File: src/rtl/pifo_pkg.sv
package pifo_pkg;
  typedef enum logic { RM_HEAD = 1'b0, RM_INDEX = 1'b1 } rm_mode_e;
endpackage

File: src/rtl/pifo_ctrl.sv
module pifo_ctrl #(
  parameter int DEPTH = 8,
  parameter int PW    = $clog2(DEPTH + 1)
) (
  input  logic          ins_valid,
  input  logic [PW-1:0] ins_pos,
  input  logic          rem_valid,
  input  logic          rem_mode,
  input  logic [PW-1:0] rem_pos,
  input  logic [PW-1:0] count,
  output logic          do_rem,
  output logic [PW-1:0] rem_idx,
  output logic          do_ins,
  output logic [PW-1:0] ins_idx,
  output logic [PW-1:0] cnt_nxt,
  output logic          ovf_nxt,
  output logic          unf_nxt
);
  import pifo_pkg::*;
  localparam logic [PW-1:0] DMAX = PW'(DEPTH);
  logic [PW-1:0] cnt_after;

  always_comb begin
    rem_idx   = (rm_mode_e'(rem_mode) == RM_INDEX) ? rem_pos : '0;
    do_rem    = rem_valid && (rem_idx < count);
    unf_nxt   = rem_valid && !do_rem;
    cnt_after = count - PW'(do_rem);
    do_ins    = ins_valid && (cnt_after < DMAX);
    ovf_nxt   = ins_valid && !do_ins;
    ins_idx   = (ins_pos > cnt_after) ? cnt_after : ins_pos;
    cnt_nxt   = cnt_after + PW'(do_ins);
  end
endmodule

File: src/rtl/pifo_slot.sv
module pifo_slot #(
  parameter int IDX = 0,
  parameter int EW  = 8,
  parameter int PW  = 4
) (
  input  logic          clk,
  input  logic          rst,
  input  logic [EW-1:0] prv,
  input  logic [EW-1:0] cur,
  input  logic [EW-1:0] nxt,
  input  logic [EW-1:0] new_e,
  input  logic          do_rem,
  input  logic [PW-1:0] rem_idx,
  input  logic          do_ins,
  input  logic [PW-1:0] ins_idx,
  output logic [EW-1:0] q
);
  localparam logic [PW-1:0] ME    = PW'(IDX);
  localparam logic [PW-1:0] ME_M1 = PW'((IDX == 0) ? 0 : IDX - 1);
  logic [EW-1:0] t_cur, t_prv, d;

  always_comb begin
    // list after removal, seen at this index and the one before
    t_cur = (!do_rem || ME < rem_idx) ? cur : nxt;
    if (IDX == 0) t_prv = cur;
    else          t_prv = (!do_rem || ME_M1 < rem_idx) ? prv : cur;
    // then insertion
    if (!do_ins || ME < ins_idx) d = t_cur;
    else if (ME == ins_idx)      d = new_e;
    else                         d = t_prv;
  end

  always_ff @(posedge clk) begin
    if (rst) q <= '0;
    else     q <= d;
  end
endmodule

File: src/rtl/pifo_list.sv
module pifo_list #(
  parameter int DEPTH = 8,
  parameter int TW    = 8,
  parameter int RW    = 8,
  parameter int PW    = $clog2(DEPTH + 1)
) (
  input  logic          clk,
  input  logic          rst,
  input  logic          ins_valid,
  input  logic [PW-1:0] ins_pos,
  input  logic [TW-1:0] ins_tag,
  input  logic [RW-1:0] ins_rank,
  input  logic          rem_valid,
  input  logic          rem_mode,
  input  logic [PW-1:0] rem_pos,
  output logic          rem_ok,
  output logic [TW-1:0] rem_tag,
  output logic [RW-1:0] rem_rank,
  output logic [TW-1:0] head_tag,
  output logic [RW-1:0] head_rank,
  output logic [PW-1:0] count,
  output logic          full,
  output logic          empty,
  output logic          overflow,
  output logic          underflow
);
  localparam int EW = TW + RW;
  localparam logic [PW-1:0] DMAX = PW'(DEPTH);

  logic [EW-1:0] slot_q [DEPTH];
  logic          do_rem, do_ins, ovf_nxt, unf_nxt;
  logic [PW-1:0] rem_idx, ins_idx, cnt_nxt;
  logic [EW-1:0] rem_e;

  pifo_ctrl #(.DEPTH(DEPTH), .PW(PW)) u_ctrl (
    .ins_valid(ins_valid), .ins_pos(ins_pos), .rem_valid(rem_valid),
    .rem_mode(rem_mode), .rem_pos(rem_pos), .count(count),
    .do_rem(do_rem), .rem_idx(rem_idx), .do_ins(do_ins), .ins_idx(ins_idx),
    .cnt_nxt(cnt_nxt), .ovf_nxt(ovf_nxt), .unf_nxt(unf_nxt)
  );

  for (genvar i = 0; i < DEPTH; i++) begin : g_slot
    logic [EW-1:0] prv_e, nxt_e;
    if (i == 0) begin : g_first
      assign prv_e = '0;
    end else begin : g_mid
      assign prv_e = slot_q[i-1];
    end
    if (i == DEPTH - 1) begin : g_last
      assign nxt_e = '0;
    end else begin : g_inner
      assign nxt_e = slot_q[i+1];
    end
    pifo_slot #(.IDX(i), .EW(EW), .PW(PW)) u_slot (
      .clk(clk), .rst(rst), .prv(prv_e), .cur(slot_q[i]), .nxt(nxt_e),
      .new_e({ins_tag, ins_rank}), .do_rem(do_rem), .rem_idx(rem_idx),
      .do_ins(do_ins), .ins_idx(ins_idx), .q(slot_q[i])
    );
  end

  always_comb begin
    rem_e = '0;
    for (int i = 0; i < DEPTH; i++)
      if (rem_idx == PW'(i)) rem_e = slot_q[i];
  end

  always_ff @(posedge clk) begin
    if (rst) begin
      count <= '0; full <= 1'b0; empty <= 1'b1;
      overflow <= 1'b0; underflow <= 1'b0;
      rem_ok <= 1'b0; rem_tag <= '0; rem_rank <= '0;
    end else begin
      count     <= cnt_nxt;
      full      <= (cnt_nxt == DMAX);
      empty     <= (cnt_nxt == '0);
      overflow  <= ovf_nxt;
      underflow <= unf_nxt;
      rem_ok    <= do_rem;
      if (do_rem) {rem_tag, rem_rank} <= rem_e;
    end
  end

  assign {head_tag, head_rank} = slot_q[0];

  // occupancy bounded by the depth
  assert_count_bound_R9: assert property (@(posedge clk) disable iff (rst)
    count <= DMAX);
  // rejection only when the list was full
  assert_no_overflow_R6: assert property (@(posedge clk) disable iff (rst)
    overflow |-> ($past(ins_valid) && $past(full)));
  // underflow only for a removal request on an empty list or bad index
  assert_no_underflow_R7: assert property (@(posedge clk) disable iff (rst)
    underflow |-> ($past(rem_valid) && ($past(rem_mode) || $past(empty))));
  // head removal returns the former head
  assert_head_out_R4: assert property (@(posedge clk) disable iff (rst)
    (rem_valid && !rem_mode && !empty) |=>
      (rem_ok && rem_tag == $past(head_tag) && rem_rank == $past(head_rank)));
  // idle cycle holds state
  assert_idle_hold_R10: assert property (@(posedge clk) disable iff (rst)
    (!ins_valid && !rem_valid) |=>
      ($stable(count) && $stable(head_tag) && $stable(head_rank)));
endmodule

File: config.mk
export PLATFORM = sky130hd
export DESIGN_NAME = pifo_list
export DESIGN_NICKNAME = d
export VERILOG_FILES = /design/src/rtl/pifo_pkg.sv /design/src/rtl/pifo_ctrl.sv /design/src/rtl/pifo_slot.sv /design/src/rtl/pifo_list.sv
export SDC_FILE = /design/constraint.sdc
export NUM_CORES = 1
export LEC_CHECK = 0
export CORE_MARGIN = 2
export CORE_UTILIZATION = 55
export CTS_CLUSTER_DIAMETER = 120
export DETAILED_ROUTE_END_ITERATION = 6
export PLACE_DENSITY = 0.86
export SLEW_MARGIN = 10
export SYNTH_ARGS = -nofsm -noshare
export SYNTH_HDL_FRONTEND = slang
export SYNTH_HIERARCHICAL = 1
export SYNTH_SLANG_ARGS = --single-unit
File: constraint.sdc
create_clock -name clk -period 7 [get_ports clk]
set_clock_uncertainty 0.15 [all_clocks]
set_input_delay 1.4 -clock clk [delete_from_list [all_inputs] [get_ports clk]]
set_output_delay 1.4 -clock clk [all_outputs]
set_load 0.02 [all_outputs]
# Word level (Yosys, flattened, before mapping)
# Cells that the tools add are included.
[op_classes]
muxes = 34
n_eq_ne = 16
order_cmp = 19
add_sub_neg = 2
reduce_logical = 26
[op_table]
columns = ["cell", "n"]
rows = [
  ["2-to-1 mux 16 bit", 32],
  ["less-than comparator 3 x 4 -> 1 bit (first input constant)", 8],
  ["equality test 3 x 4 -> 1 bit (first input constant)", 4],
  ["equality test 4 x 3 -> 1 bit (second input constant)", 4],
  ["logical OR 1 bit", 16],
  ["less-than comparator 1 x 4 -> 1 bit (first input constant)", 4],
  ["less-than comparator 2 x 4 -> 1 bit (first input constant)", 4],
  ["logical NOT 4 bit", 3],
  ["equality test 2 x 4 -> 1 bit (first input constant)", 2],
  ["equality test 4 x 2 -> 1 bit (second input constant)", 2],
  ["2-to-1 mux 4 bit", 2],
  ["adder 4 x 1 -> 4 bit", 1],
  ["equality test 1 x 4 -> 1 bit (first input constant)", 1],
  ["equality test 4 x 1 -> 1 bit (second input constant)", 1],
  ["equality test 4 bit (second input constant)", 1],
  ["greater-than comparator 4 bit", 1],
  ["logical AND 1 bit", 4],
  ["less-than comparator 4 bit", 1],
  ["less-than comparator 4 bit (second input constant)", 1],
  ["subtractor 4 x 1 -> 4 bit", 1],
  ["logical NOT 1 bit", 2],
  ["inequality test 2 bit (second input constant)", 1],
  ["nonzero test 2 bit", 1],
]
[word_totals]
in_bits = 29
output_inout_bits = 41
reg_bits = 153

# Longest topological paths before layout
[logic_depth]
ltp_word = 10
ltp_mapped = 21

# Modules after synthesis
# The synthesis kept the hierarchy.
[modules_own_cells]
columns = ["module", "seq_area_each_um2", "n_inst", "area_per_inst_um2", "cells_each"]
rows = [
  ["pifo_list", 500.5, 1, 1838.0, 189],
  ["pifo_slot at g_slot[1].u_slot", 320.3, 1, 1308.8, 134],
  ["pifo_slot at g_slot[3].u_slot", 320.3, 1, 1277.5, 142],
  ["pifo_slot at g_slot[6].u_slot", 320.3, 1, 1154.9, 97],
  ["pifo_slot at g_slot[2].u_slot", 320.3, 1, 1093.5, 149],
  ["pifo_slot at g_slot[7].u_slot", 320.3, 1, 1082.3, 125],
  ["pifo_slot at g_slot[4].u_slot", 320.3, 1, 1053.5, 117],
  ["pifo_slot at g_slot[5].u_slot", 320.3, 1, 1007.2, 99],
  ["pifo_slot at g_slot[0].u_slot", 320.3, 1, 872.1, 99],
  ["pifo_ctrl", 0.0, 1, 424.2, 50],
]

# Least setup slack after synthesis
# OpenSTA, ideal clock, no wires.
[synth_path]
path_kind = "input to register"
from = "input port rem_pos[2]"
to = "register g_slot[3].u_slot.q[0]"
setup_ps = 91
required_ps = 6759
cell_stages = 20
slack_ps = 304
path_buffers = 2
arrival_ps = 6456
path_cell_list = "and2_1 ha_1 o21a_1 o31a_1 o21ai_1 and3_1 ha_1 nand2b_4 xnor2_1 inv_1 ha_1 o21ai_1 a21oi_2 o21ai_2 mux2i_1 nand4bb_1 clkbuf_1 clkbuf_1 o211ai_1 a311oi_1"
[synth_between]
elab_chain_len = 9
elab_cells_between_ends = 21
cone_classes = "add/sub: 1; order compare: 6; eq/ne: 1; mux: 6; reduce/logical: 7"
[synth_rtl]
columns = ["item", "line", "source"]
rows = [
  ["from (decl)", "pifo_list.sv:15", "input logic [PW-1:0] rem_pos,"],
  ["2-to-1 mux 4 bit *", "pifo_ctrl.sv:24", "rem_idx = (rm_mode_e'(rem_mode) == RM_INDEX) ? rem_pos : '0;"],
  ["less-than comparator 4 bit *", "pifo_ctrl.sv:25", "do_rem = rem_valid && (rem_idx < count);"],
  ["logical AND 1 bit *", "pifo_ctrl.sv:25", ""],
  ["net do_rem", "pifo_list.sv:31", "logic do_rem, do_ins, ovf_nxt, unf_nxt;"],
  ["subtractor 4 x 1 -> 4 bit *", "pifo_ctrl.sv:27", "cnt_after = count - PW'(do_rem);"],
  ["greater-than comparator 4 bit", "pifo_ctrl.sv:30", "ins_idx = (ins_pos > cnt_after) ? cnt_after : ins_pos;"],
  ["2-to-1 mux 4 bit *", "pifo_ctrl.sv:30", ""],
  ["net ins_idx[3]", "pifo_list.sv:32", "logic [PW-1:0] rem_idx, ins_idx, cnt_nxt;"],
  ["less-than comparator 2 x 4 -> 1 bit or equality test 2 x 4 -> 1 bit (tied branches)", "pifo_slot.sv:28, pifo_slot.sv:29", ""],
  ["logical OR 1 bit or 2-to-1 mux 16 bit (tied branches)", "pifo_slot.sv:28, pifo_slot.sv:29", ""],
  ["2-to-1 mux 16 bit *", "pifo_slot.sv:28", "if (!do_ins || ME < ins_idx) d = t_cur;"],
  ["to (signal assigned)", "pifo_slot.sv:34", "if (rst) q <= '0;"],
  ["to (signal assigned)", "pifo_slot.sv:35", "else q <= d;"],
  ["to (decl)", "pifo_slot.sv:16", "output logic [EW-1:0] q"],
]
# Mark *: on every way through the listed nets, which the timed path passes. The rest lies on a longest branch.
# A chain may end at the register's enable or synchronous reset.

# Worst setup path in the final report
[layout_path]
from = "input port rem_mode"
to = "register g_slot[0].u_slot.q[7]"
[layout_between]
elab_chain_len = 9
elab_cells_between_ends = 18
cone_classes = "add/sub: 1; order compare: 5; mux: 4; reduce/logical: 8"
[layout_rtl]
columns = ["item", "line", "source"]
rows = [
  ["from (decl)", "pifo_list.sv:14", "input logic rem_mode,"],
  ["2-to-1 mux 4 bit *", "pifo_ctrl.sv:24", ""],
  ["net rem_idx[1]", "pifo_list.sv:32", ""],
  ["less-than comparator 4 bit *", "pifo_ctrl.sv:25", ""],
  ["logical AND 1 bit *", "pifo_ctrl.sv:25", ""],
  ["net do_rem", "pifo_list.sv:31", ""],
  ["subtractor 4 x 1 -> 4 bit *", "pifo_ctrl.sv:27", ""],
  ["greater-than comparator 4 bit", "pifo_ctrl.sv:30", ""],
  ["2-to-1 mux 4 bit *", "pifo_ctrl.sv:30", ""],
  ["net ins_idx[2]", "pifo_list.sv:32", ""],
  ["less-than comparator 1 x 4 -> 1 bit", "pifo_slot.sv:28", ""],
  ["logical OR 1 bit", "pifo_slot.sv:28", ""],
  ["2-to-1 mux 16 bit or nonzero test 2 bit (tied branches)", "n/a", ""],
  ["to (signal assigned)", "pifo_slot.sv:34", ""],
  ["to (signal assigned)", "pifo_slot.sv:35", ""],
  ["to (decl)", "pifo_slot.sv:16", ""],
]
# Marked as above.

==> reports/qor.csv <==
stage,metric,value,unit
synthesis,Post-synth EDFFs,0,
cts,hold-fix buffers at CTS,0,
place,GP Congestion,0.888,
place,Inst Count DP,1457,
setup_path,Crit Path Max Fanout,17,
timing,highest clock rate,159,MHz
synthesis,Gate Count Post-Synth,1201,
setup_path,kind of start point of the critical path,input port,
synthesis,"Primary FF master, synth",dfxtp_1,
cts,Root Driver,clkbuf_16,
routing,routed vias/inst,7.02,
routing,routed len/inst,22.4,µm
synthesis,post-synth top area cell,dfxtp_1,
setup_path,worst setup path start,rem_mode,
cts,TritonCTS sink count,153,
timing,worst-margin pin slew,1.10,ns
die,Die ar.,0.0214,mm²
power_and_ir_drop,PnR Total Power,5.33,mW
flow_run,max_cap viols,0,
timing,relative slew slack,26.6,%
synthesis,ranking of synthesized cells by area,"dfxtp_1, mux2i_1, nand2_1, a311oi_1, mux4_2",
run_status,failing checks,DRC,
timing,Final Setup Violations,0,
layout,Post-Layout Cell Count,1489,
layout,layout overhead on the synthesized area,10.6,%
routing,routed vias,10500,
die,I/O Pins,70,
min_path,HP Class,flip-flop to flip-flop,
timing,final hold violations,0,
setup_path,Worst Path Arrival,6.50,ns
synthesis,Ys Warns,6,
synthesis,sequential area share after synthesis,27.6,%
routing,total routed wirelength,33400,µm
grt,global route overflow,0,
place,Place WS,0.331,ns
cts,clk slew on worst S/H paths,0.07,ns
timing,setup TNS,0,ns
timing,Final Max Tran Viols,0,
run_status,status,"complete, but fails checks",
timing,RSZ-0062 raised after global routing,false,
synthesis,Synth cell types,86,
routing,starting DRC count in detailed routing,1395,
grt,vias in the first global route,10000,
die,Rows,51,
die,Core ar.,0.0197,mm²
synthesis,"FFs w/ async S/R, synth",0,%
timing,Worst Slack Setup Final,0.692,ns
die,die span in x,146,µm
cts,Post-CTS Setup Bufs,0,
synthesis,synthesis-stage register bit count,153,
grt,initial antenna violation count,1,
power_and_ir_drop,Leakage Power,4.26,nW
routing,Antenna Nets Post-Route,0,
routing,DRC violations left,10,
cts,clk buf depth,2,
layout,antenna diode count,0,
setup_path,worst setup path class,input port to flip-flop,
timing,Period minus WS final,6.31,ns
die,die height,146,µm
die,initial core utilization,56.5,%
synthesis,mapped cell area,0.0111,mm²
setup_path,WP data required,7.19,ns
place,Buffers on Ports,69,
setup_path,reg-to-reg startpoint,count[2],
cts,CTS tree,yes,
cts,clk_lat worst skew,0.44,ns
layout,layout cell share with drive strength beyond 1,15.6,%
min_path,worst hold start,g_slot[7].u_slot/q[8],
grt,first-pass GRT wire length,53700,µm
timing,part of the cycle the worst path needs,90.1,%
power_and_ir_drop,peak supply drop,272,µV
layout,Layout Nets,1251,
grt,Total GRT Usage,30.6,%
routing,drt first pass iters,7,
setup_path,Worst setup EP type,flip-flop,
power_and_ir_drop,Pwr Density,434,mW/mm²
cts,cts bufs inserted,17,
place,Final HPWL DP,22600,µm
synthesis,top cell type's share of synthesized area,27.6,%
grt,largest net degree at the start of global routing,71,
synthesis,syn_area_per_cell,9.25,µm²
cts,H-tree depth,4,
cts,Post-CTS Resized,0,
## layout make-up
cell class / count / area [µm²]
Sequential cell: 153 / 3060
Clock buffer: 18 / 439
Clock inverter: 14 / 198
Fill cell: 1596 / 7360
Timing Repair Buffer: 91 / 853
Inverter: 14 / 52.6
Tap cell: 265 / 332
Multi-Input combinational cell: 934 / 7360
## routing by layer
layer	GRT usage, %	vias up	wire, µm
li1	-	4675	-
met5	0	-	13
met3	7.38	124	3890
met4	11.2	2	1040
met2	49.0	715	15100
met1	40.2	4939	13400
## power by group
group	internal [mW]	total, mW	switching [mW]
sequential	1.17	1.56	0.390
clock	0.608	1.01	0.401
combinational	1.15	2.77	1.62
## cells in the final DEF, fill, tap and decap left out, types with 17 or more instances in the layout
master / synthesis / final
a211oi_1: 29 / 29
a21oi_1: 42 / 42
a311oi_1: 50 / 50
and3_1: 18 / 17
buf_4: 5 / 23
clkbuf_16: 0 / 17
clkdlybuf4s50_1: 0 / 68
dfxtp_1: 153 / 153
mux2i_1: 126 / 125
nand2_1: 121 / 121
nand2b_1: 40 / 40
nand3_1: 22 / 22
nand3b_1: 21 / 21
nand4_1: 17 / 17
nor2_1: 31 / 31
nor3_1: 28 / 28
o21ai_1: 21 / 21
o21bai_2: 20 / 20
o221ai_1: 20 / 20
o22ai_1: 30 / 30
## worst paths after layout
check	slack [ns]	to	depth (start not counted)
hold reg to reg	0.37	g_slot[7].u_slot/q[8]	2
setup / recovery	0.69	g_slot[0].u_slot/q[7]	20
setup reg to reg	1.82	g_slot[0].u_slot/q[7]	19
hold / removal	0.37	g_slot[7].u_slot/q[8]	2
## synthesized netlist by cell type, drive strengths merged (11+ instances only)
library cell / number
buf: 71
nand2b: 43
clkbuf: 44
mux2i: 126
a211oi: 32
nor2: 32
nand4: 17
o21a: 13
nor4: 18
o22ai: 30
nand3b: 21
o21ai: 34
mux2: 14
nor2b: 19
o211ai: 16
nand2: 125
a311oi: 60
dfxtp: 153
a221oi: 19
o2bb2ai: 16
o21bai: 33
ha: 11
mux4: 13
o221ai: 31
a21oi: 43
inv: 14
and3: 18
nor3: 28
o32ai: 16
nand3: 22
## sequential cells by signal, indices dropped and copies added, names as in the netlist, 4 cells and up
signal and cells:
count 4, rem_tag 8, rem_rank 8, g_slot.u_slot/q 128
## through the flow
step / cell area, µm² / hold slack [ns] / utilization [%]
floorplan: 11200 / 0.327 / -
global placement: 11700 / 0.347 / 59.3
detailed placement: 11700 / 0.357 / 59.3
CTS: 12300 / 0.369 / 62.6
global route: 12300 / 0.404 / 62.6
finish: 12300 / 0.370 / 62.6
## critical path, cell delays in order
cell and delay, ns:
clkdlybuf4s50_1 0.45, and2_2 0.20, ha_1 0.27, o21a_1 0.19, o31a_1 0.10, o21ai_1 0.14
and3_2 0.22, ha_1 0.19, nand2b_4 0.08, xnor2_1 0.23, inv_1 0.11, ha_1 0.31
o21ai_1 0.18, a21oi_2 0.05, o21ai_2 0.25, mux2_1 0.48, or4b_1 0.55, buf_4 0.22
or2_1 0.50, a311oi_1 0.36
## cells by family after synthesis
| logic type | synth area share, % |
|---|---|
| AOI/OAI and AO/OA | 26.1 |
| xor gates and xnor gates | 0.563 |
| adders and majority gates | 1.24 |
| buffers and inverters | 6.86 |
| DFF | 27.6 |
| muxes | 15.4 |
| other | 0.0337 |
| and+or+nand+nor | 22.2 |
(Power assumes the default switching activity.)
